--- config.mk ---
export PLATFORM = sky130hd
export DESIGN_NAME = hostlink_regif
export DESIGN_NICKNAME = d
export VERILOG_FILES = /design/src/rtl/hl_pkg.sv /design/src/rtl/hl_fifo.sv /design/src/rtl/hl_serial_link.sv /design/src/rtl/hl_regbank.sv /design/src/rtl/hostlink_regif.sv
export SDC_FILE = /design/constraint.sdc
export NUM_CORES = 1
export LEC_CHECK = 0
export ABC_CLOCK_PERIOD_IN_PS = 4470
export BUFFER_PORTS_ARGS = -buffer_cell sky130_fd_sc_hd__buf_2
export CORE_ASPECT_RATIO = 1.5
export CORE_MARGIN = 10
export CORE_UTILIZATION = 55
export CTS_CLUSTER_DIAMETER = 60
export CTS_CLUSTER_SIZE = 24
export DETAILED_ROUTE_END_ITERATION = 7
export HOLD_SLACK_MARGIN = 0.08
export PLACE_DENSITY = 0.68
export SETUP_SLACK_MARGIN = 0.2
export SYNTH_ARGS = -nofsm -noshare
export SYNTH_HDL_FRONTEND = slang
export SYNTH_SLANG_ARGS = --single-unit
--- constraint.sdc ---
create_clock -name clk -period 4.47 [get_ports clk]
set_clock_uncertainty 0.05 [all_clocks]
set_input_delay 0.894 -clock clk [delete_from_list [all_inputs] [get_ports clk]]
set_output_delay 0.894 -clock clk [all_outputs]
set_load 0.005 [all_outputs]
--- src/rtl/hl_pkg.sv ---
package hl_pkg;
    localparam int ADDR_W = 5;
    localparam int BYTE_W = 8;

    typedef logic [ADDR_W-1:0] addr_t;
    typedef logic [BYTE_W-1:0] byte_t;

    // Addresses whose behaviour is special
    localparam addr_t A_PROTO     = 5'h01;
    localparam addr_t A_CFG_FIRST = 5'h02;
    localparam addr_t A_CLKDIV    = 5'h09;
    localparam addr_t A_CFG_LAST  = 5'h0B;
    localparam addr_t A_IRQ       = 5'h0C;
    localparam addr_t A_COLL      = 5'h0E;
    localparam addr_t A_FLEVEL    = 5'h1C;
    localparam addr_t A_FPORT     = 5'h1F;

    localparam addr_t CMD_FLUSH   = 5'h0F;
    localparam byte_t CLKDIV_KEEP = 8'h30;

    typedef struct packed {
        logic  is_cmd;
        logic  is_read;
        logic  burst;
        addr_t target;
    } ctrl_t;

    typedef enum logic [1:0] {
        LINK_OFF  = 2'd0,
        LINK_SEL  = 2'd1,
        LINK_COND = 2'd2
    } link_e;

    function automatic ctrl_t decode_ctrl(byte_t b);
        return ctrl_t'(b);
    endfunction

    function automatic link_e pick_link(logic [2:0] p);
        if (p == 3'b000 || p == 3'b111) return LINK_OFF;
        if (p == 3'b001) return LINK_COND;
        return LINK_SEL;
    endfunction

    // Burst addressing stops at the FIFO port so a burst streams it
    function automatic addr_t step_addr(addr_t a);
        return (a == A_FPORT) ? a : a + 5'd1;
    endfunction

    function automatic logic host_writable(addr_t a);
        return !(a == A_IRQ || a == A_FLEVEL || a == A_FPORT);
    endfunction
endpackage

--- src/rtl/hl_fifo.sv ---
module hl_fifo #(
    parameter int DEPTH = 12,
    parameter int WIDTH = 8,
    localparam int PTR_W = (DEPTH > 1) ? $clog2(DEPTH) : 1,
    localparam int LVL_W = $clog2(DEPTH + 1)
) (
    input  logic             clk,
    input  logic             rst,
    input  logic             clr,
    input  logic             push,
    input  logic [WIDTH-1:0] din,
    input  logic             pop,
    output logic [WIDTH-1:0] dout,
    output logic [LVL_W-1:0] level
);
    localparam logic [LVL_W-1:0] FULL_LVL = LVL_W'(DEPTH);
    localparam logic [PTR_W-1:0] LAST_PTR = PTR_W'(DEPTH - 1);

    logic [WIDTH-1:0] mem [DEPTH];
    logic [PTR_W-1:0] wp, rp;
    logic             full, empty, do_push, do_pop;

    assign full    = (level == FULL_LVL);
    assign empty   = (level == '0);
    assign do_push = push & ~full;
    assign do_pop  = pop & ~empty;
    assign dout    = empty ? '0 : mem[rp];

    always_ff @(posedge clk) begin
        if (do_push && !clr) mem[wp] <= din;
    end

    always_ff @(posedge clk) begin
        if (rst || clr) begin
            wp    <= '0;
            rp    <= '0;
            level <= '0;
        end else begin
            if (do_push) wp <= (wp == LAST_PTR) ? '0 : wp + 1'b1;
            if (do_pop)  rp <= (rp == LAST_PTR) ? '0 : rp + 1'b1;
            case ({do_push, do_pop})
                2'b10:   level <= level + 1'b1;
                2'b01:   level <= level - 1'b1;
                default: level <= level;
            endcase
        end
    end

    p_level_cap_r8: assert property (@(posedge clk) disable iff (rst)
        level <= FULL_LVL);
    p_drop_full_r8: assert property (@(posedge clk) disable iff (rst)
        (full && push && !pop && !clr) |=> level == FULL_LVL);
endmodule

--- src/rtl/hl_serial_link.sv ---
module hl_serial_link
    import hl_pkg::*;
#(
    parameter int SYNC_STAGES = 2
) (
    input  logic  clk,
    input  logic  rst,
    input  link_e link_mode,
    input  logic  sclk_i,
    input  logic  ss_n_i,
    input  logic  mosi_i,
    output logic  miso_o,
    output logic  cmd_valid_o,
    output addr_t cmd_code_o,
    output logic  wr_en_o,
    output addr_t wr_addr_o,
    output byte_t wr_data_o,
    output logic  rd_en_o,
    output addr_t rd_addr_o,
    input  byte_t rd_data_i
);
    logic [SYNC_STAGES-1:0] sclk_sy, ss_sy, mosi_sy;
    logic sclk_s, ss_s, mosi_s, sclk_d, ss_d, mosi_d;

    assign sclk_s = sclk_sy[SYNC_STAGES-1];
    assign ss_s   = ss_sy[SYNC_STAGES-1];
    assign mosi_s = mosi_sy[SYNC_STAGES-1];

    always_ff @(posedge clk) begin
        if (rst) begin
            sclk_sy <= '0;
            ss_sy   <= '1;
            mosi_sy <= '1;
            sclk_d  <= 1'b0;
            ss_d    <= 1'b1;
            mosi_d  <= 1'b1;
        end else begin
            sclk_sy <= {sclk_sy[SYNC_STAGES-2:0], sclk_i};
            ss_sy   <= {ss_sy[SYNC_STAGES-2:0], ss_n_i};
            mosi_sy <= {mosi_sy[SYNC_STAGES-2:0], mosi_i};
            sclk_d  <= sclk_s;
            ss_d    <= ss_s;
            mosi_d  <= mosi_s;
        end
    end

    logic rise, fall, hold_hi, frame_open, frame_close;
    assign rise    = sclk_s & ~sclk_d;
    assign fall    = ~sclk_s & sclk_d;
    assign hold_hi = sclk_s & sclk_d;

    always_comb begin
        frame_open  = 1'b0;
        frame_close = 1'b0;
        case (link_mode)
            LINK_SEL: begin
                frame_open  = ss_d & ~ss_s;
                frame_close = ~ss_d & ss_s;
            end
            LINK_COND: begin
                frame_open  = hold_hi & mosi_d & ~mosi_s;
                frame_close = hold_hi & ~mosi_d & mosi_s;
            end
            default: ;
        endcase
    end

    logic       active, have_ctrl, spent;
    logic [2:0] bitcnt;
    logic [6:0] shreg;
    byte_t      out_sh, rx_byte;
    ctrl_t      ctrl, rx_ctrl;
    addr_t      cur_addr;
    logic       load_slot;

    assign rx_byte   = {shreg, mosi_s};
    assign rx_ctrl   = decode_ctrl(rx_byte);
    assign load_slot = active & fall & have_ctrl & (bitcnt == 3'd0)
                     & ctrl.is_read & ~ctrl.is_cmd;
    assign rd_en_o   = load_slot & ~spent;
    assign rd_addr_o = cur_addr;
    assign miso_o    = (active & have_ctrl & ctrl.is_read & ~ctrl.is_cmd) ? out_sh[7] : 1'b0;

    always_ff @(posedge clk) begin
        if (rst) begin
            active      <= 1'b0;
            have_ctrl   <= 1'b0;
            spent       <= 1'b0;
            bitcnt      <= '0;
            shreg       <= '0;
            out_sh      <= '0;
            ctrl        <= '0;
            cur_addr    <= '0;
            cmd_valid_o <= 1'b0;
            cmd_code_o  <= '0;
            wr_en_o     <= 1'b0;
            wr_addr_o   <= '0;
            wr_data_o   <= '0;
        end else begin
            cmd_valid_o <= 1'b0;
            wr_en_o     <= 1'b0;
            if (frame_close) begin
                active <= 1'b0;
            end else if (frame_open) begin
                active    <= 1'b1;
                bitcnt    <= '0;
                have_ctrl <= 1'b0;
                spent     <= 1'b0;
                out_sh    <= '0;
            end else if (active) begin
                if (rise) begin
                    shreg  <= rx_byte[6:0];
                    bitcnt <= bitcnt + 3'd1;
                    if (bitcnt == 3'd7) begin
                        if (!have_ctrl) begin
                            have_ctrl   <= 1'b1;
                            ctrl        <= rx_ctrl;
                            cur_addr    <= rx_ctrl.target;
                            cmd_valid_o <= rx_ctrl.is_cmd;
                            cmd_code_o  <= rx_ctrl.target;
                        end else if (!ctrl.is_cmd && !ctrl.is_read && !spent) begin
                            wr_en_o   <= 1'b1;
                            wr_addr_o <= cur_addr;
                            wr_data_o <= rx_byte;
                            if (ctrl.burst) cur_addr <= step_addr(cur_addr);
                            else            spent    <= 1'b1;
                        end
                    end
                end else if (fall) begin
                    if (load_slot) begin
                        if (!spent) begin
                            out_sh <= rd_data_i;
                            if (ctrl.burst) cur_addr <= step_addr(cur_addr);
                            else            spent    <= 1'b1;
                        end else begin
                            out_sh <= '0;
                        end
                    end else begin
                        out_sh <= {out_sh[6:0], 1'b0};
                    end
                end
            end
        end
    end

    p_one_action_r2: assert property (@(posedge clk) disable iff (rst)
        $onehot0({cmd_valid_o, wr_en_o, rd_en_o}));
    p_miso_off_r1: assert property (@(posedge clk) disable iff (rst)
        (link_mode == LINK_OFF) |-> !miso_o);
    p_closed_quiet_r6: assert property (@(posedge clk) disable iff (rst)
        frame_close |=> (!miso_o && !wr_en_o && !cmd_valid_o));
endmodule

--- src/rtl/hl_regbank.sv ---
module hl_regbank
    import hl_pkg::*;
#(
    parameter int FIFO_DEPTH = 12,
    localparam int NREG  = 1 << ADDR_W,
    localparam int LVL_W = $clog2(FIFO_DEPTH + 1)
) (
    input  logic  clk,
    input  logic  rst,
    input  logic  en_i,
    input  byte_t irq_event_i,
    input  logic  wr_en,
    input  addr_t wr_addr,
    input  byte_t wr_data,
    input  logic  rd_en,
    input  addr_t rd_addr,
    output byte_t rd_data,
    input  logic  cmd_valid,
    input  addr_t cmd_code,
    output logic  irq_o
);
    byte_t             regs_q [NREG];
    byte_t             irq_q, fifo_dout;
    logic [LVL_W-1:0]  fifo_lvl;
    logic              flush, proto_wr;

    assign flush    = cmd_valid & (cmd_code == CMD_FLUSH);
    assign proto_wr = wr_en & (wr_addr == A_PROTO);
    assign irq_o    = |irq_q;

    hl_fifo #(.DEPTH(FIFO_DEPTH), .WIDTH(BYTE_W)) u_fifo (
        .clk   (clk),
        .rst   (rst),
        .clr   (flush),
        .push  (wr_en & (wr_addr == A_FPORT)),
        .din   (wr_data),
        .pop   (rd_en & (rd_addr == A_FPORT)),
        .dout  (fifo_dout),
        .level (fifo_lvl)
    );

    always_ff @(posedge clk) begin
        if (rst) begin
            for (int i = 0; i < NREG; i++) regs_q[i] <= '0;
        end else begin
            if (proto_wr) begin
                regs_q[A_PROTO] <= wr_data;
                for (int i = int'(A_CFG_FIRST); i <= int'(A_CFG_LAST); i++)
                    regs_q[i] <= (addr_t'(i) == A_CLKDIV) ? (regs_q[i] & CLKDIV_KEEP) : '0;
            end else if (wr_en && host_writable(wr_addr)) begin
                regs_q[wr_addr] <= wr_data;
            end
            if (flush) regs_q[A_COLL] <= '0;
        end
    end

    always_ff @(posedge clk) begin
        if (rst || !en_i || proto_wr)
            irq_q <= '0;
        else
            irq_q <= ((rd_en && rd_addr == A_IRQ) ? '0 : irq_q) | irq_event_i;
    end

    always_comb begin
        case (rd_addr)
            A_IRQ:    rd_data = irq_q;
            A_FLEVEL: rd_data = BYTE_W'(fifo_lvl);
            A_FPORT:  rd_data = fifo_dout;
            default:  rd_data = regs_q[rd_addr];
        endcase
    end

    p_irq_en_r10: assert property (@(posedge clk) disable iff (rst)
        !en_i |=> irq_q == '0);
    p_irq_proto_r10: assert property (@(posedge clk) disable iff (rst)
        proto_wr |=> irq_q == '0);
    p_flush_r9: assert property (@(posedge clk) disable iff (rst)
        flush |=> (fifo_lvl == '0 && regs_q[A_COLL] == '0));
    p_div_keep_r11: assert property (@(posedge clk) disable iff (rst)
        proto_wr |=> regs_q[A_CLKDIV][5:4] == $past(regs_q[A_CLKDIV][5:4]));
endmodule

--- src/rtl/hostlink_regif.sv ---
module hostlink_regif
    import hl_pkg::*;
#(
    parameter int FIFO_DEPTH  = 12,
    parameter int SYNC_STAGES = 2
) (
    input  logic       clk,
    input  logic       rst,
    input  logic       en_i,
    input  logic [2:0] mode_pins_i,
    input  logic       sclk_i,
    input  logic       ss_n_i,
    input  logic       mosi_i,
    output logic       miso_o,
    input  logic [7:0] irq_event_i,
    output logic       irq_o
);
    link_e mode_q;
    logic  mode_done;

    always_ff @(posedge clk) begin
        if (rst) begin
            mode_q    <= LINK_OFF;
            mode_done <= 1'b0;
        end else if (!mode_done) begin
            mode_q    <= pick_link(mode_pins_i);
            mode_done <= 1'b1;
        end
    end

    logic  cmd_valid, wr_en, rd_en;
    addr_t cmd_code, wr_addr, rd_addr;
    byte_t wr_data, rd_data;

    hl_serial_link #(.SYNC_STAGES(SYNC_STAGES)) u_link (
        .clk         (clk),
        .rst         (rst),
        .link_mode   (mode_q),
        .sclk_i      (sclk_i),
        .ss_n_i      (ss_n_i),
        .mosi_i      (mosi_i),
        .miso_o      (miso_o),
        .cmd_valid_o (cmd_valid),
        .cmd_code_o  (cmd_code),
        .wr_en_o     (wr_en),
        .wr_addr_o   (wr_addr),
        .wr_data_o   (wr_data),
        .rd_en_o     (rd_en),
        .rd_addr_o   (rd_addr),
        .rd_data_i   (rd_data)
    );

    hl_regbank #(.FIFO_DEPTH(FIFO_DEPTH)) u_regs (
        .clk         (clk),
        .rst         (rst),
        .en_i        (en_i),
        .irq_event_i (irq_event_i),
        .wr_en       (wr_en),
        .wr_addr     (wr_addr),
        .wr_data     (wr_data),
        .rd_en       (rd_en),
        .rd_addr     (rd_addr),
        .rd_data     (rd_data),
        .cmd_valid   (cmd_valid),
        .cmd_code    (cmd_code),
        .irq_o       (irq_o)
    );

    p_mode_frozen_r1: assert property (@(posedge clk) disable iff (rst)
        mode_done |=> $stable(mode_q));
endmodule

==> impl_metrics.yaml <==
logic_synthesis:
  synthMuxAreaShare_pct: 12.7
  synthFlopType: "edfxtp_1"
  ys_warn_count: 0
  synth_seq_area_share_pct: 63.6
  synth-seq-cells: 442
  ys_top_cells_by_count: "352 x edfxtp_1, 231 x and2_1, 102 x nor2_1, 90 x dfxtp_1, 78 x mux4_2"
  yosysTopAreaCell: "edfxtp_1"
  synth_simple_gate_area_share_pct: 14.4
  synthAdderAreaFrac_pct: 1.16
  async_flop_share_pct: 0
  synth.most_common_cell: "edfxtp_1"
  synth_top_area_share_pct: 54.3
  synth-edff-count: 352
  synth_area_leaders: "edfxtp_1 54%, dfxtp_1 9.3%, mux4_2 9.0%"
  synth_area_um2: 19400
  synth-compound-area-share_pct: 5.53
  syn_inst: 1395
  synth_top_family_by_area: "simple AND/OR/NAND/NOR gates"
  synth.distinct_cells: 62
  synth_xor_area_share_pct: 0.135
  avgSynthCellArea_um2: 13.9
flow_run:
  cap_violations: 0
setup_path:
  startpoint: "u_link.wr_addr_o[2]"
  r2r_cells: 10
  r2r_setup_slack_ns: 1.04
  cp.required_ns: 4.92
  crit_path_end: "u_regs.u_fifo.level[2]"
  arrival_ns: 3.88
  end_kind: "register"
  startpoint_type: "register"
  r2r_start: "u_link.wr_addr_o[2]"
  critPathKind: "register to register"
  reg2reg_to: "u_regs.u_fifo.level[2]"
  crit_fanout: 10
global_route:
  grt_remaining_overflow: 0
  gr-usage-all-layers_pct: 20.4
  grt_pass1_vias: 11417
  grt_pass1_wl_um: 68400
  grt_antenna_before_repair: 0
  grt_max_degree: 82
power:
  powerDensity_nw_per_um2: 351
  ir_drop_uv: 257
  power.total_mw: 7.39
  leakage_nw: 7.39
routing:
  vias: 11269
  wirelength_um: 44500
  ant_nets: 0
  vias_per_cell: 5.92
  initialDrtViolationCount: 1056
  first_pass_iters: 5
  wl_per_cell_um: 23.4
  drc_errors: 0
timing:
  fmax_mhz: 291
  drv_slew: 0
  period_needed_ns: 3.43
  slew_headroom_pct: 19.6
  timing.final.crit_share_pct: 76.8
  tightestPinTransition_ns: 1.19
  fin_setup_tns_ns: 0
  finalSetupViolations: 0
  hold_viol_final: 0
  grt_setup_unrepaired: "false"
placed_design:
  numPortBuffers: 18
  place_congestion: 0.897
  placedCellCount: 1855
  place.detailed.hpwl_um: 30200
floorplanning:
  coreArea_um2: 35000
  rows: 84
  fp.dieW_um: 174
  boundaryPins: 19
  initial_utilization_pct: 55.6
  fp.dieArea_um2: 43400
  die_h_um: 250
layout:
  final_util_pct: 60.0
  diodes: 0
  nets: 1445
  finalNonFillerCells: 1903
  drive_gt1_share_pct: 14.4
  area_growth_pct: 8.05
clock_tree:
  clk_latency_ns: 0.59
  cts-root-buf: "clkbuf_16"
  holdBufCountCts: 0
  cts_max_level: 1
  cts_made_buffers: 26
  cts_resized: 0
  cts_buffer_depth: 3
  cts_setup_buffers: 0
  cts_tree: "yes"
  path_clk_slew_ns: 0.09
  cts_sinks: 442
hold_path:
  hold_path_class: "register to register"
run_status:
  status: "finished clean"
worst min-delay path by stage:
stage                            from                end  slack [ns]  cells after the start
floorplan           u_link.mosi_sy[0]  u_link.mosi_sy[1]        0.34                      1
global placement      u_link.ss_sy[0]    u_link.ss_sy[1]        0.34                      1
detailed placement  u_link.mosi_sy[0]  u_link.mosi_sy[1]        0.35                      1
CTS                 u_link.mosi_sy[0]  u_link.mosi_sy[1]        0.37                      1
global route        u_link.mosi_sy[0]  u_link.mosi_sy[1]        0.38                      1
finish              u_link.mosi_sy[0]  u_link.mosi_sy[1]        0.37                      1
placed cells by master, fill, tap and decap left out, drive strengths merged, types with 6 or more instances in the layout:
master / instances
and3: 20
buf: 57
o211ai: 10
inv: 24
dfxtp: 90
mux4: 78
edfxtp: 352
mux2i: 65
o22ai: 6
a21oi: 41
nand3: 24
conb: 24
or3: 6
nor2: 102
and2: 231
a22oi: 18
ha: 18
clkinv: 6
o21ai: 52
nand2b: 9
clkbuf: 34
or2: 11
nor2b: 11
nand2: 40
nor4: 8
nor3: 19
o32ai: 6
metal layers:
layer  GRT usage [%]  up-vias  wire, um
li1                -     5176         -
met1            23.8     5676     16900
met2            36.8      324     23500
met3            2.21       93      2090
met4            9.56        0      2030
met5               0        -         0
area by class of cell:
cell class	instances	area, um^2
Clock buffer	34	701
Clock inverter	14	193
Inverter	19	71.3
Fill cell	2662	14000
Sequential cell	442	12400
Multi-Input combinational cell	864	6680
Tap cell	473	592
Timing Repair Buffer	57	395
state kept, by name, indices dropped and copies added (netlist names), 2 cells and up, named ones only:
register,count
u_link.wr_data_o,8
u_regs.regs_q,256
u_regs.u_fifo.level,4
u_link.ss_sy,2
u_regs.u_fifo.mem,96
u_link.wr_addr_o,5
u_link.sclk_sy,2
u_link.shreg,7
u_link.mosi_sy,2
u_regs.u_fifo.rp,4
u_link.rd_addr_o,5
u_regs.irq_q,8
u_link.ctrl,3
u_link.out_sh,8
mode_q,2
u_regs.u_fifo.wp,4
u_link.bitcnt,3
u_link.cmd_code_o,5
through the flow:
step / worst slack [ns] / instance area, um^2 / hold WS, ns
after floorplan: 1.51 / 19500 / 0.339
after global placement: 1.12 / 20100 / 0.341
after detailed placement: 1.10 / 20100 / 0.348
after CTS: 1.11 / 21000 / 0.369
after global routing: 0.853 / 21000 / 0.378
final: 1.04 / 21000 / 0.369
logic make-up (layout without fill, tap and decap cells):
logic type,Yosys count,count (layout)
compound gates,168,168
xor+xnor,3,3
fa+ha+maj,18,18
buf+inv,112,124
flops,442,442
mux,148,148
other cells,1,24
simple gates,503,503
report_power, final:
part | total [mW] | internal [mW] | leakage (nW) | switching [mW]
Clock | 2.68 | 1.28 | 0.432 | 1.40
Sequential | 4.54 | 4.50 | 4.25 | 0.0352
Combinational | 0.172 | 0.0619 | 2.71 | 0.110
critical path, stage by stage, from the launching register on:
cell      delay (ns)
dfxtp_1         0.59
nand3_1         0.51
a311oi_2        0.65
inv_1           0.18
ha_1            0.31
xor2_1          0.17
ha_1            0.20
a21oi_1         0.14
xor2_1          0.09
or3_1           0.32
a21oi_1         0.13
Power figures use the tool's default switching activity.
